**src/rtl/plc_pkg.sv**
```systemverilog
package plc_pkg;
   typedef enum logic {
      MODE_START_ADDR  = 1'b0,
      MODE_BACK_BRANCH = 1'b1
   } plc_mode_e;
endpackage

```
**src/rtl/plc_store.sv**
```systemverilog
module plc_store #(
   parameter int DATA_W = 32,
   parameter int DEPTH  = 64,
   parameter int IDX_W  = 6
) (
   input  logic              clk,
   input  logic              wr_en,
   input  logic [IDX_W-1:0]  wr_idx,
   input  logic [DATA_W-1:0] wr_data,
   input  logic [IDX_W-1:0]  rd_idx,
   output logic [DATA_W-1:0] rd_data
);
   logic [DATA_W-1:0] mem_q [DEPTH];

   always_ff @(posedge clk) begin
      if (wr_en) mem_q[wr_idx] <= wr_data;
   end

   assign rd_data = mem_q[rd_idx];
endmodule

```
**src/rtl/plc_loop_table.sv**
```systemverilog
module plc_loop_table #(
   parameter int ADDR_W    = 16,
   parameter int IDX_W     = 6,
   parameter int NUM_LOOPS = 4,
   parameter int SEL_W     = 2
) (
   input  logic                 clk,
   input  logic                 rst_n,
   input  logic                 wr_en,
   input  logic [SEL_W-1:0]     wr_sel,
   input  logic                 wr_valid,
   input  logic [ADDR_W-1:0]    wr_first,
   input  logic [ADDR_W-1:0]    wr_last,
   input  logic [IDX_W-1:0]     wr_base,
   input  logic [ADDR_W-1:0]    addr,
   output logic [NUM_LOOPS-1:0] start_hit,
   output logic [NUM_LOOPS-1:0] in_range,
   input  logic [SEL_W-1:0]     rd_sel,
   output logic [ADDR_W-1:0]    rd_first,
   output logic [IDX_W-1:0]     rd_base
);
   logic [ADDR_W-1:0] first_w [NUM_LOOPS];
   logic [IDX_W-1:0]  base_w  [NUM_LOOPS];

   for (genvar g = 0; g < NUM_LOOPS; g++) begin : g_entry
      logic              vld_q;
      logic [ADDR_W-1:0] first_q, last_q;
      logic [IDX_W-1:0]  base_q;

      always_ff @(posedge clk or negedge rst_n) begin
         if (!rst_n) begin
            vld_q   <= 1'b0;
            first_q <= '0;
            last_q  <= '0;
            base_q  <= '0;
         end else if (wr_en && (wr_sel == SEL_W'(g))) begin
            vld_q   <= wr_valid;
            first_q <= wr_first;
            last_q  <= wr_last;
            base_q  <= wr_base;
         end
      end

      assign start_hit[g] = vld_q && (addr == first_q);
      assign in_range[g]  = vld_q && (addr >= first_q) && (addr <= last_q);
      assign first_w[g]   = first_q;
      assign base_w[g]    = base_q;
   end

   assign rd_first = first_w[rd_sel];
   assign rd_base  = base_w[rd_sel];
endmodule

```
**src/rtl/plc_ctrl.sv**
```systemverilog
module plc_ctrl
   import plc_pkg::*;
#(
   parameter int        NUM_LOOPS = 4,
   parameter int        SEL_W     = 2,
   parameter plc_mode_e MODE      = MODE_BACK_BRANCH
) (
   input  logic                 clk,
   input  logic                 rst_n,
   input  logic                 run_en,
   input  logic                 fetch_vld,
   input  logic                 fetch_sbb,
   input  logic [NUM_LOOPS-1:0] start_hit,
   input  logic [NUM_LOOPS-1:0] in_range,
   output logic                 hit,
   output logic [SEL_W-1:0]     hit_sel
);
   logic             active_q, armed_q;
   logic [SEL_W-1:0] act_sel_q;
   logic [SEL_W-1:0] first_sel;
   logic             entry_ok, stay;

   if (MODE == MODE_START_ADDR) begin : g_entry_start
      assign entry_ok = 1'b1;
   end else begin : g_entry_branch
      assign entry_ok = armed_q;
   end

   always_comb begin
      first_sel = '0;
      for (int k = NUM_LOOPS - 1; k >= 0; k--) begin
         if (start_hit[k]) first_sel = SEL_W'(k);
      end
   end

   assign stay    = active_q && in_range[act_sel_q];
   assign hit     = fetch_vld && run_en && (stay || ((|start_hit) && entry_ok));
   assign hit_sel = stay ? act_sel_q : first_sel;

   always_ff @(posedge clk or negedge rst_n) begin
      if (!rst_n) begin
         active_q  <= 1'b0;
         armed_q   <= 1'b0;
         act_sel_q <= '0;
      end else if (!run_en) begin
         active_q  <= 1'b0;
         armed_q   <= 1'b0;
      end else if (fetch_vld) begin
         active_q  <= hit;
         act_sel_q <= hit_sel;
         armed_q   <= fetch_sbb;
      end
   end
endmodule

```
**src/rtl/preload_loop_cache.sv**
```systemverilog
module preload_loop_cache
   import plc_pkg::*;
#(
   parameter int        ADDR_W    = 16,
   parameter int        DATA_W    = 32,
   parameter int        DEPTH     = 64,
   parameter int        NUM_LOOPS = 4,
   parameter plc_mode_e MODE      = MODE_BACK_BRANCH,
   localparam int       IDX_W     = $clog2(DEPTH),
   localparam int       SEL_W     = (NUM_LOOPS > 1) ? $clog2(NUM_LOOPS) : 1
) (
   input  logic              clk,
   input  logic              rst_n,
   input  logic              run_en,
   input  logic              ld_buf_we,
   input  logic [IDX_W-1:0]  ld_buf_idx,
   input  logic [DATA_W-1:0] ld_buf_data,
   input  logic              ld_reg_we,
   input  logic [SEL_W-1:0]  ld_reg_sel,
   input  logic              ld_reg_valid,
   input  logic [ADDR_W-1:0] ld_reg_first,
   input  logic [ADDR_W-1:0] ld_reg_last,
   input  logic [IDX_W-1:0]  ld_reg_base,
   input  logic              fetch_vld,
   input  logic [ADDR_W-1:0] fetch_addr,
   input  logic              fetch_sbb,
   output logic              l1_rd,
   output logic [ADDR_W-1:0] l1_addr,
   output logic              src_lc,
   output logic [DATA_W-1:0] lc_data
);
   if ((1 << IDX_W) != DEPTH) begin : g_bad_depth
      $error("DEPTH must be a power of two");
   end
   if (ADDR_W < IDX_W) begin : g_bad_addr
      $error("ADDR_W must cover the buffer index");
   end
   if (MODE == MODE_START_ADDR && (NUM_LOOPS < 2 || NUM_LOOPS > 3)) begin : g_bad_start
      $error("entry-on-start mode takes 2 to 3 descriptors");
   end
   if (MODE == MODE_BACK_BRANCH && (NUM_LOOPS < 2 || NUM_LOOPS > 6)) begin : g_bad_branch
      $error("entry-on-branch mode takes 2 to 6 descriptors");
   end

   logic                 load_ok;
   logic [NUM_LOOPS-1:0] start_hit, in_range;
   logic                 hit;
   logic [SEL_W-1:0]     hit_sel;
   logic [ADDR_W-1:0]    rd_first, rel_addr;
   logic [IDX_W-1:0]     rd_base, rd_idx;

   assign load_ok = !run_en;

   plc_loop_table #(
      .ADDR_W(ADDR_W), .IDX_W(IDX_W), .NUM_LOOPS(NUM_LOOPS), .SEL_W(SEL_W)
   ) u_table (
      .clk(clk), .rst_n(rst_n),
      .wr_en(ld_reg_we && load_ok), .wr_sel(ld_reg_sel), .wr_valid(ld_reg_valid),
      .wr_first(ld_reg_first), .wr_last(ld_reg_last), .wr_base(ld_reg_base),
      .addr(fetch_addr), .start_hit(start_hit), .in_range(in_range),
      .rd_sel(hit_sel), .rd_first(rd_first), .rd_base(rd_base)
   );

   plc_ctrl #(
      .NUM_LOOPS(NUM_LOOPS), .SEL_W(SEL_W), .MODE(MODE)
   ) u_ctrl (
      .clk(clk), .rst_n(rst_n), .run_en(run_en),
      .fetch_vld(fetch_vld), .fetch_sbb(fetch_sbb),
      .start_hit(start_hit), .in_range(in_range),
      .hit(hit), .hit_sel(hit_sel)
   );

   assign rel_addr = fetch_addr - rd_first;
   assign rd_idx   = rel_addr[IDX_W-1:0] + rd_base;

   plc_store #(
      .DATA_W(DATA_W), .DEPTH(DEPTH), .IDX_W(IDX_W)
   ) u_store (
      .clk(clk), .wr_en(ld_buf_we && load_ok), .wr_idx(ld_buf_idx),
      .wr_data(ld_buf_data), .rd_idx(rd_idx), .rd_data(lc_data)
   );

   assign src_lc  = hit;
   assign l1_rd   = fetch_vld && !hit;
   assign l1_addr = fetch_addr;
endmodule

```
**config.mk**
```make
export PLATFORM = sky130hd
export DESIGN_NAME = preload_loop_cache
export DESIGN_NICKNAME = d
export VERILOG_FILES = /design/src/rtl/plc_pkg.sv /design/src/rtl/plc_store.sv /design/src/rtl/plc_loop_table.sv /design/src/rtl/plc_ctrl.sv /design/src/rtl/preload_loop_cache.sv
export SDC_FILE = /design/constraint.sdc
export NUM_CORES = 2
export LEC_CHECK = 0
export BUFFER_PORTS_ARGS = -buffer_cell sky130_fd_sc_hd__clkbuf_2
export CAP_MARGIN = 10
export CORE_MARGIN = 2
export CORE_UTILIZATION = 55
export DETAILED_ROUTE_END_ITERATION = 8
export PLACE_DENSITY_LB_ADDON = 0.1
export SKIP_LAST_GASP = 1
export SYNTH_ARGS = -nofsm -noshare
export SYNTH_HDL_FRONTEND = slang
export SYNTH_HIERARCHICAL = 1
export SYNTH_SLANG_ARGS = --single-unit
```
**constraint.sdc**
```tcl
create_clock -name clk -period 14.2 [get_ports clk]
set_input_delay 2.84 -clock clk [delete_from_list [all_inputs] [get_ports clk]]
set_output_delay 2.84 -clock clk [all_outputs]
set_load 0.05 [all_outputs]
```
After elaboration in Yosys (flattened, before gate mapping)
Memories as Yosys holds them, arrays and structs flattened.
Index checks and enable logic that the tools add are counted.
{"block": "word_totals", "ram_bits": 2048, "rom_bits": 0, "latchBits": 0, "n_memories": 1, "ff_bits": 160, "out_inout_bits": 50}
{"name": "u_store.mem_q", "depth": 64, "word_bits": 32, "read_ports": 1, "rd_clocked_by_memory_dff": 0, "write_ports": 1, "line": "plc_store.sv:13", "source": "logic [DATA_W-1:0] mem_q [DEPTH];"}
{"block": "op_classes", "n_eq_ne": 8, "multipliers": 0, "reduce_logical": 29, "n_shift": 0, "magnitude_cmp": 10, "n_mux": 19, "add_sub_neg": 2, "div_mod_pow": 0, "n_bitwise": 1}
{"op": "16-bit equality test", "n": 4}
{"op": "16-bit >= comparator", "n": 4}
{"op": "16-bit less-or-equal comparator", "n": 4}
{"op": "16-bit binary-select mux with 2-bit select", "n": 1}
{"op": "6-bit two-way mux", "n": 4}
{"op": "1-bit logical AND", "n": 23}
{"op": "6-bit binary-select mux with 2-bit select", "n": 1}
{"op": "2-bit two-way mux", "n": 5}
{"op": "1-bit two-way mux", "n": 7}
{"op": "6-bit adder", "n": 1}
{"op": "6-bit subtractor", "n": 1}
{"op": "2-bit equality test, second input constant", "n": 2}
{"op": "4-bit OR reduction", "n": 1}
{"op": "3-bit >= comparator, second input constant", "n": 1}
{"op": "2-bit by 3-bit less-than comparator with 1-bit output, second input constant", "n": 1}
{"op": "2-bit inverter with 3-bit output", "n": 1}
{"op": "1-bit binary-select mux with 2-bit select", "n": 1}
{"op": "2-bit by 1-bit equality test with 1-bit output, second input constant", "n": 1}
{"op": "1-bit zero test", "n": 2}
{"op": "2-bit zero test", "n": 1}
{"op": "2-bit by 1-bit inequality test with 1-bit output, second input constant", "n": 1}
{"op": "2-bit AND reduction", "n": 1}
{"op": "1-bit logical OR", "n": 1}

Logic depth before layout (Yosys ltp)
An unclocked memory read counts as a cell.
{"block": "depth", "depth_word": 14, "ltp_mapped": 27}

By module
The synthesis kept the hierarchy.
{"module": "plc_store", "instances": 1, "cells_per_inst": 3292, "area_each_um2": 77874.7, "seq_area_each_um2": 61499.0}
{"module": "plc_loop_table", "instances": 1, "cells_per_inst": 841, "area_each_um2": 9400.3, "seq_area_each_um2": 3903.7}
{"module": "preload_loop_cache", "instances": 1, "cells_per_inst": 63, "area_each_um2": 503.0, "seq_area_each_um2": 0.0}
{"module": "plc_ctrl", "instances": 1, "cells_per_inst": 32, "area_each_um2": 299.0, "seq_area_each_um2": 100.1}

Worst setup path before layout
No wires, ideal clock.
{"block": "synth_timing", "path_type": "input-to-output", "start": "in fetch_addr[15]", "end": "out lc_data[17]", "arrival_ps": 9244, "slack_ps": 2116, "n_path_buf": 5, "path_stages": 23, "t_required_ps": 11360, "cell_sequence": "ha_1 -> and3_1 -> nand3_1 -> or4_4 -> o221ai_1 -> o221a_2 -> mux2i_1 -> o2bb2ai_2 -> mux2i_1 -> clkbuf_1 -> mux4_2 -> fa_1 -> inv_1 -> ha_1 -> a21o_1 -> a21oi_1 -> xnor2_1 -> buf_2 -> buf_2 -> clkbuf_1 -> clkbuf_1 -> a311oi_1 -> nor3_1"}
{"block": "synth_via", "elab_chain_cells": 14, "elab_cells_between_ends": 42, "classes_between": "add/sub (2); order compare (8); eq/ne (4); mux (13); bitwise (1); reduce/logical (13); memory (1)"}
{"element": "start: declaration", "line": "preload_loop_cache.sv:25", "source": "input logic [ADDR_W-1:0] fetch_addr,"}
{"element": "16-bit >= comparator", "line": "plc_loop_table.sv:45", "source": "assign in_range[g] = vld_q && (addr >= first_q) && (addr <= last_q);"}
{"element": "1-bit logical AND", "line": "plc_loop_table.sv:45"}
{"element": "1-bit logical AND (*)", "line": "plc_loop_table.sv:45"}
{"element": "via in_range[2]", "line": "preload_loop_cache.sv:46", "source": "logic [NUM_LOOPS-1:0] start_hit, in_range;"}
{"element": "1-bit binary-select mux with 2-bit select (*)", "line": "plc_ctrl.sv:36", "source": "assign stay = active_q && in_range[act_sel_q];"}
{"element": "1-bit two-way mux (not written as such) (*)", "line": "plc_ctrl.sv:36"}
{"element": "1-bit logical AND (*)", "line": "plc_ctrl.sv:36"}
{"element": "2-bit two-way mux (*)", "line": "plc_ctrl.sv:38", "source": "assign hit_sel = stay ? act_sel_q : first_sel;"}
{"element": "via hit_sel[1]", "line": "preload_loop_cache.sv:48", "source": "logic [SEL_W-1:0] hit_sel;"}
{"element": "2-bit inverter with 3-bit output (not written as such) (*)", "line": "plc_loop_table.sv:50", "source": "assign rd_first = first_w[rd_sel];"}
{"element": "16-bit binary-select mux with 2-bit select (*)", "line": "plc_loop_table.sv:50"}
{"element": "6-bit two-way mux (not written as such) (*) (2 in series)", "line": "plc_loop_table.sv:50"}
{"element": "via rd_first[1]", "line": "preload_loop_cache.sv:49", "source": "logic [ADDR_W-1:0] rd_first, rel_addr;"}
{"element": "6-bit subtractor (*)", "line": "preload_loop_cache.sv:73", "source": "assign rel_addr = fetch_addr - rd_first;"}
{"element": "6-bit adder (*)", "line": "preload_loop_cache.sv:74", "source": "assign rd_idx = rel_addr[IDX_W-1:0] + rd_base;"}
{"element": "via rd_idx[3]", "line": "preload_loop_cache.sv:50", "source": "logic [IDX_W-1:0] rd_base, rd_idx;"}
{"element": "memory 64 x 32 bit (*)"}
{"element": "end: declaration", "line": "preload_loop_cache.sv:30", "source": "output logic [DATA_W-1:0] lc_data"}
The timed path passes the listed nets; every way through them passes the cells marked *. The select of a mux whose other input is x is not followed.

Worst setup path after layout
{"block": "layout_timing", "start": "in fetch_addr[0]", "end": "out lc_data[21]"}
{"block": "layout_via", "elab_cells_between_ends": 42, "classes_between": "add/sub (2); order compare (8); eq/ne (4); mux (13); bitwise (1); reduce/logical (13); memory (1)"}
{"element": "16-bit >= comparator", "line": "plc_loop_table.sv:45"}
{"element": "1-bit logical AND", "line": "plc_loop_table.sv:45"}
{"element": "1-bit logical AND (*)", "line": "plc_loop_table.sv:45"}
{"element": "via in_range[1]", "line": "preload_loop_cache.sv:46"}
{"element": "1-bit binary-select mux with 2-bit select (*)", "line": "plc_ctrl.sv:36"}
{"element": "1-bit two-way mux (not written as such) (*)", "line": "plc_ctrl.sv:36"}
{"element": "1-bit logical AND (*)", "line": "plc_ctrl.sv:36"}
{"element": "2-bit two-way mux (*)", "line": "plc_ctrl.sv:38"}
{"element": "via hit_sel[0]", "line": "preload_loop_cache.sv:48"}
{"element": "2-bit inverter with 3-bit output (not written as such) (*)", "line": "plc_loop_table.sv:51", "source": "assign rd_base = base_w[rd_sel];"}
{"element": "6-bit binary-select mux with 2-bit select (*)", "line": "plc_loop_table.sv:51"}
{"element": "6-bit two-way mux (not written as such) (*) (2 in series)", "line": "plc_loop_table.sv:51"}
{"element": "via rd_base[0]", "line": "preload_loop_cache.sv:50"}
{"element": "6-bit adder (*)", "line": "preload_loop_cache.sv:74"}
{"element": "via rd_idx[4]", "line": "preload_loop_cache.sv:50"}
{"element": "memory 64 x 32 bit (*)"}
Marked as above.

==> results.yml <==
drt:
  wire_per_inst_um: 32.2
  vias: 43797
  dr.pass1.iters: 5
  route.detailed.drc: 0
  viasPerCell: 6.44
  antenna_left: 0
  drtIter0Drc: 5064
  routed_wl_mm: 219
clocking:
  cts.path.max_buffers: 3
  ctsResizeCount: 0
  htree_num_levels: 4
  cts.sinks: 2208
  ctsHoldBuffers: 0
  clk_pin_slew_ps: 60
  cts_root_buf: "clkbuf_16"
  post_cts_buffers: 0
  cts_buffers: 217
  clk_latency_ps: 820
  cts_tree: "yes"
critical_path:
  worstRegToRegCells: 10
  crit_required_ps: 11360
  rrSetupSlack_ps: 11430
  crit_arrival_ps: 10400
  reg2reg_from: "u_table/g_entry[1].first_q[1]"
  startpoint_type: "input port"
  end_kind: "primary output"
  reg2reg_to: "u_ctrl/act_sel_q[1]"
  path_max_fanout: 21
  worstSetupPathType: "input port to primary output"
  worstSetupStartpoint: "fetch_addr[0]"
sta:
  fin_crit_sh_pct: 93.2
  clock_skew_ps: 28.2
  rsz0062_at_grt: "no"
  slew_viol_final: 0
  fin_setup_tns_ps: 0
  hold_viol: 0
  setup_viol: 0
  period_minus_slack_ps: 13240
  worstMarginPinSlew_ps: 1240
  maxSlewHeadroom_pct: 17.1
  clock.fmax_mhz: 75.6
placement:
  place_congestion: 0.814
  dpl.hpwl_mm: 121
  buffer_ports.inserted: 151
  dpl_cell_area_um2: 92200
yosys:
  syn_nets: 4459
  synth_area_um2: 87900
  ys_warn_count: 6
  synth_cells: 4218
  synth.avg_cell_area_um2: 20.8
flow_run:
  maxCapViolations: 0
grt:
  antenna_found_initial: 11
  grt_pass1_vias: 43976
  grt_max_degree: 82
  gr-total-overflow: 0
  track_usage_pct: 27.3
  grt_pass1_wl_mm: 316
cells_and_area:
  fillCellCount: 10973
  area_growth_syn_to_layout_pct: 13.1
  final_cell_area_um2: 99400
  drive_above_1_share_pct: 29.4
  nNetsFinal: 4781
  most-common-layout-cells: "edfxtp_1, mux4_2, clkbuf_16"
  layout_commonest_cell: "edfxtp_1"
pwr:
  p_leak_nw: 32.9
  total_power_w: 0.0227
  peakVddDrop_v: 0.000864
  p_per_area_nw_per_um2: 228
worst_hold_path:
  hold_path_class: "flop to flop"
  hold_start: "u_table/g_entry[1].base_q[3]"
  min_path_cells: 1
  hold_end: "u_table/g_entry[1].base_q[3]"
die:
  design.portCount: 152
  start_util_pct: 55.4
  std_cell_rows: 146
  die_h_um: 404
  fp.dieArea_um2: 163000
  die_w_um: 404
  core_area_um2: 159000
outcome:
  outcome: "complete, no violations"
[how the worst max path moves through the flow]
| stage | endpoint | slack (ps) |
|---|---|---|
| global placement | lc_data[21] | 950 |
| finish | lc_data[21] | 960 |
| CTS | lc_data[21] | 940 |
| global route | lc_data[21] | 420 |
| detailed placement | lc_data[21] | 980 |
| floorplan | lc_data[17] | 2310 |
[registers in the layout, indices dropped and copies added, names as in the netlist]
name / count
u_ctrl/act_sel_q: 2
u_table/g_entry.base_q: 24
u_store/mem_q: 2048
u_table/g_entry.last_q: 64
u_ctrl/active_q: 1
u_table/g_entry.vld_q: 4
u_table/g_entry.first_q: 64
u_ctrl/armed_q: 1
[area by class of cell]
cell class | count | area (um^2) | share of cell area [%]
well taps | 2072 | 2590 | 2.61
clock inverters | 132 | 1220 | 1.23
flip-flops and latches | 2208 | 65500 | 65.9
multi-input cells | 1647 | 21300 | 21.4
diodes | 5 | 12.5 | 0.0126
clock buffers | 274 | 5760 | 5.80
repair buffers | 324 | 2470 | 2.48
inverters | 142 | 533 | 0.536
[worst max-delay path: stages]
cell and delay (ps):
clkbuf_2 210, inv_1 240, ha_1 260, nor2b_1 120, o211ai_1 110, a2111oi_0 570
o41ai_1 210, a211oi_1 260, mux2_4 220, nand2_1 90, nand2_1 370, buf_4 270
mux4_2 510, inv_1 80, ha_1 120, inv_1 50, ha_4 170, fa_4 550
a21o_2 210, a21oi_1 220, xnor2_2 190, buf_4 430, or2_1 640, buf_4 430
o22ai_1 210, nor2_1 410, clkbuf_2 360
[through the flow]
step	util [%]	setup slack [ps]	std cells	hold WS (ps)
floorplan	-	2310	4218	474
global placement	58.2	950	6387	485
detailed placement	58.2	984	6387	493
CTS	62.6	941	6793	505
global route	62.7	417	6803	513
finish	62.7	964	6804	503
[routing by layer]
metal  track usage (%)  vias to the layer above  part of all wire (%)
li1                  -                    18076                     -
met1              40.6                    23578                    42
met2              43.0                     1813                    48
met3              4.41                      322                   7.9
met4              7.18                        8                   2.5
met5                 0                        -                 0.020
[power breakdown]
| part | switching, W | internal [W] |
|---|---|---|
| combinational | 0.00614 | 0.00361 |
| sequential | 0.0000548 | 0.00723 |
| clock | 0.00242 | 0.00321 |
| total | 0.00861 | 0.0141 |
Note: power is estimated with default switching activity, not from simulation.
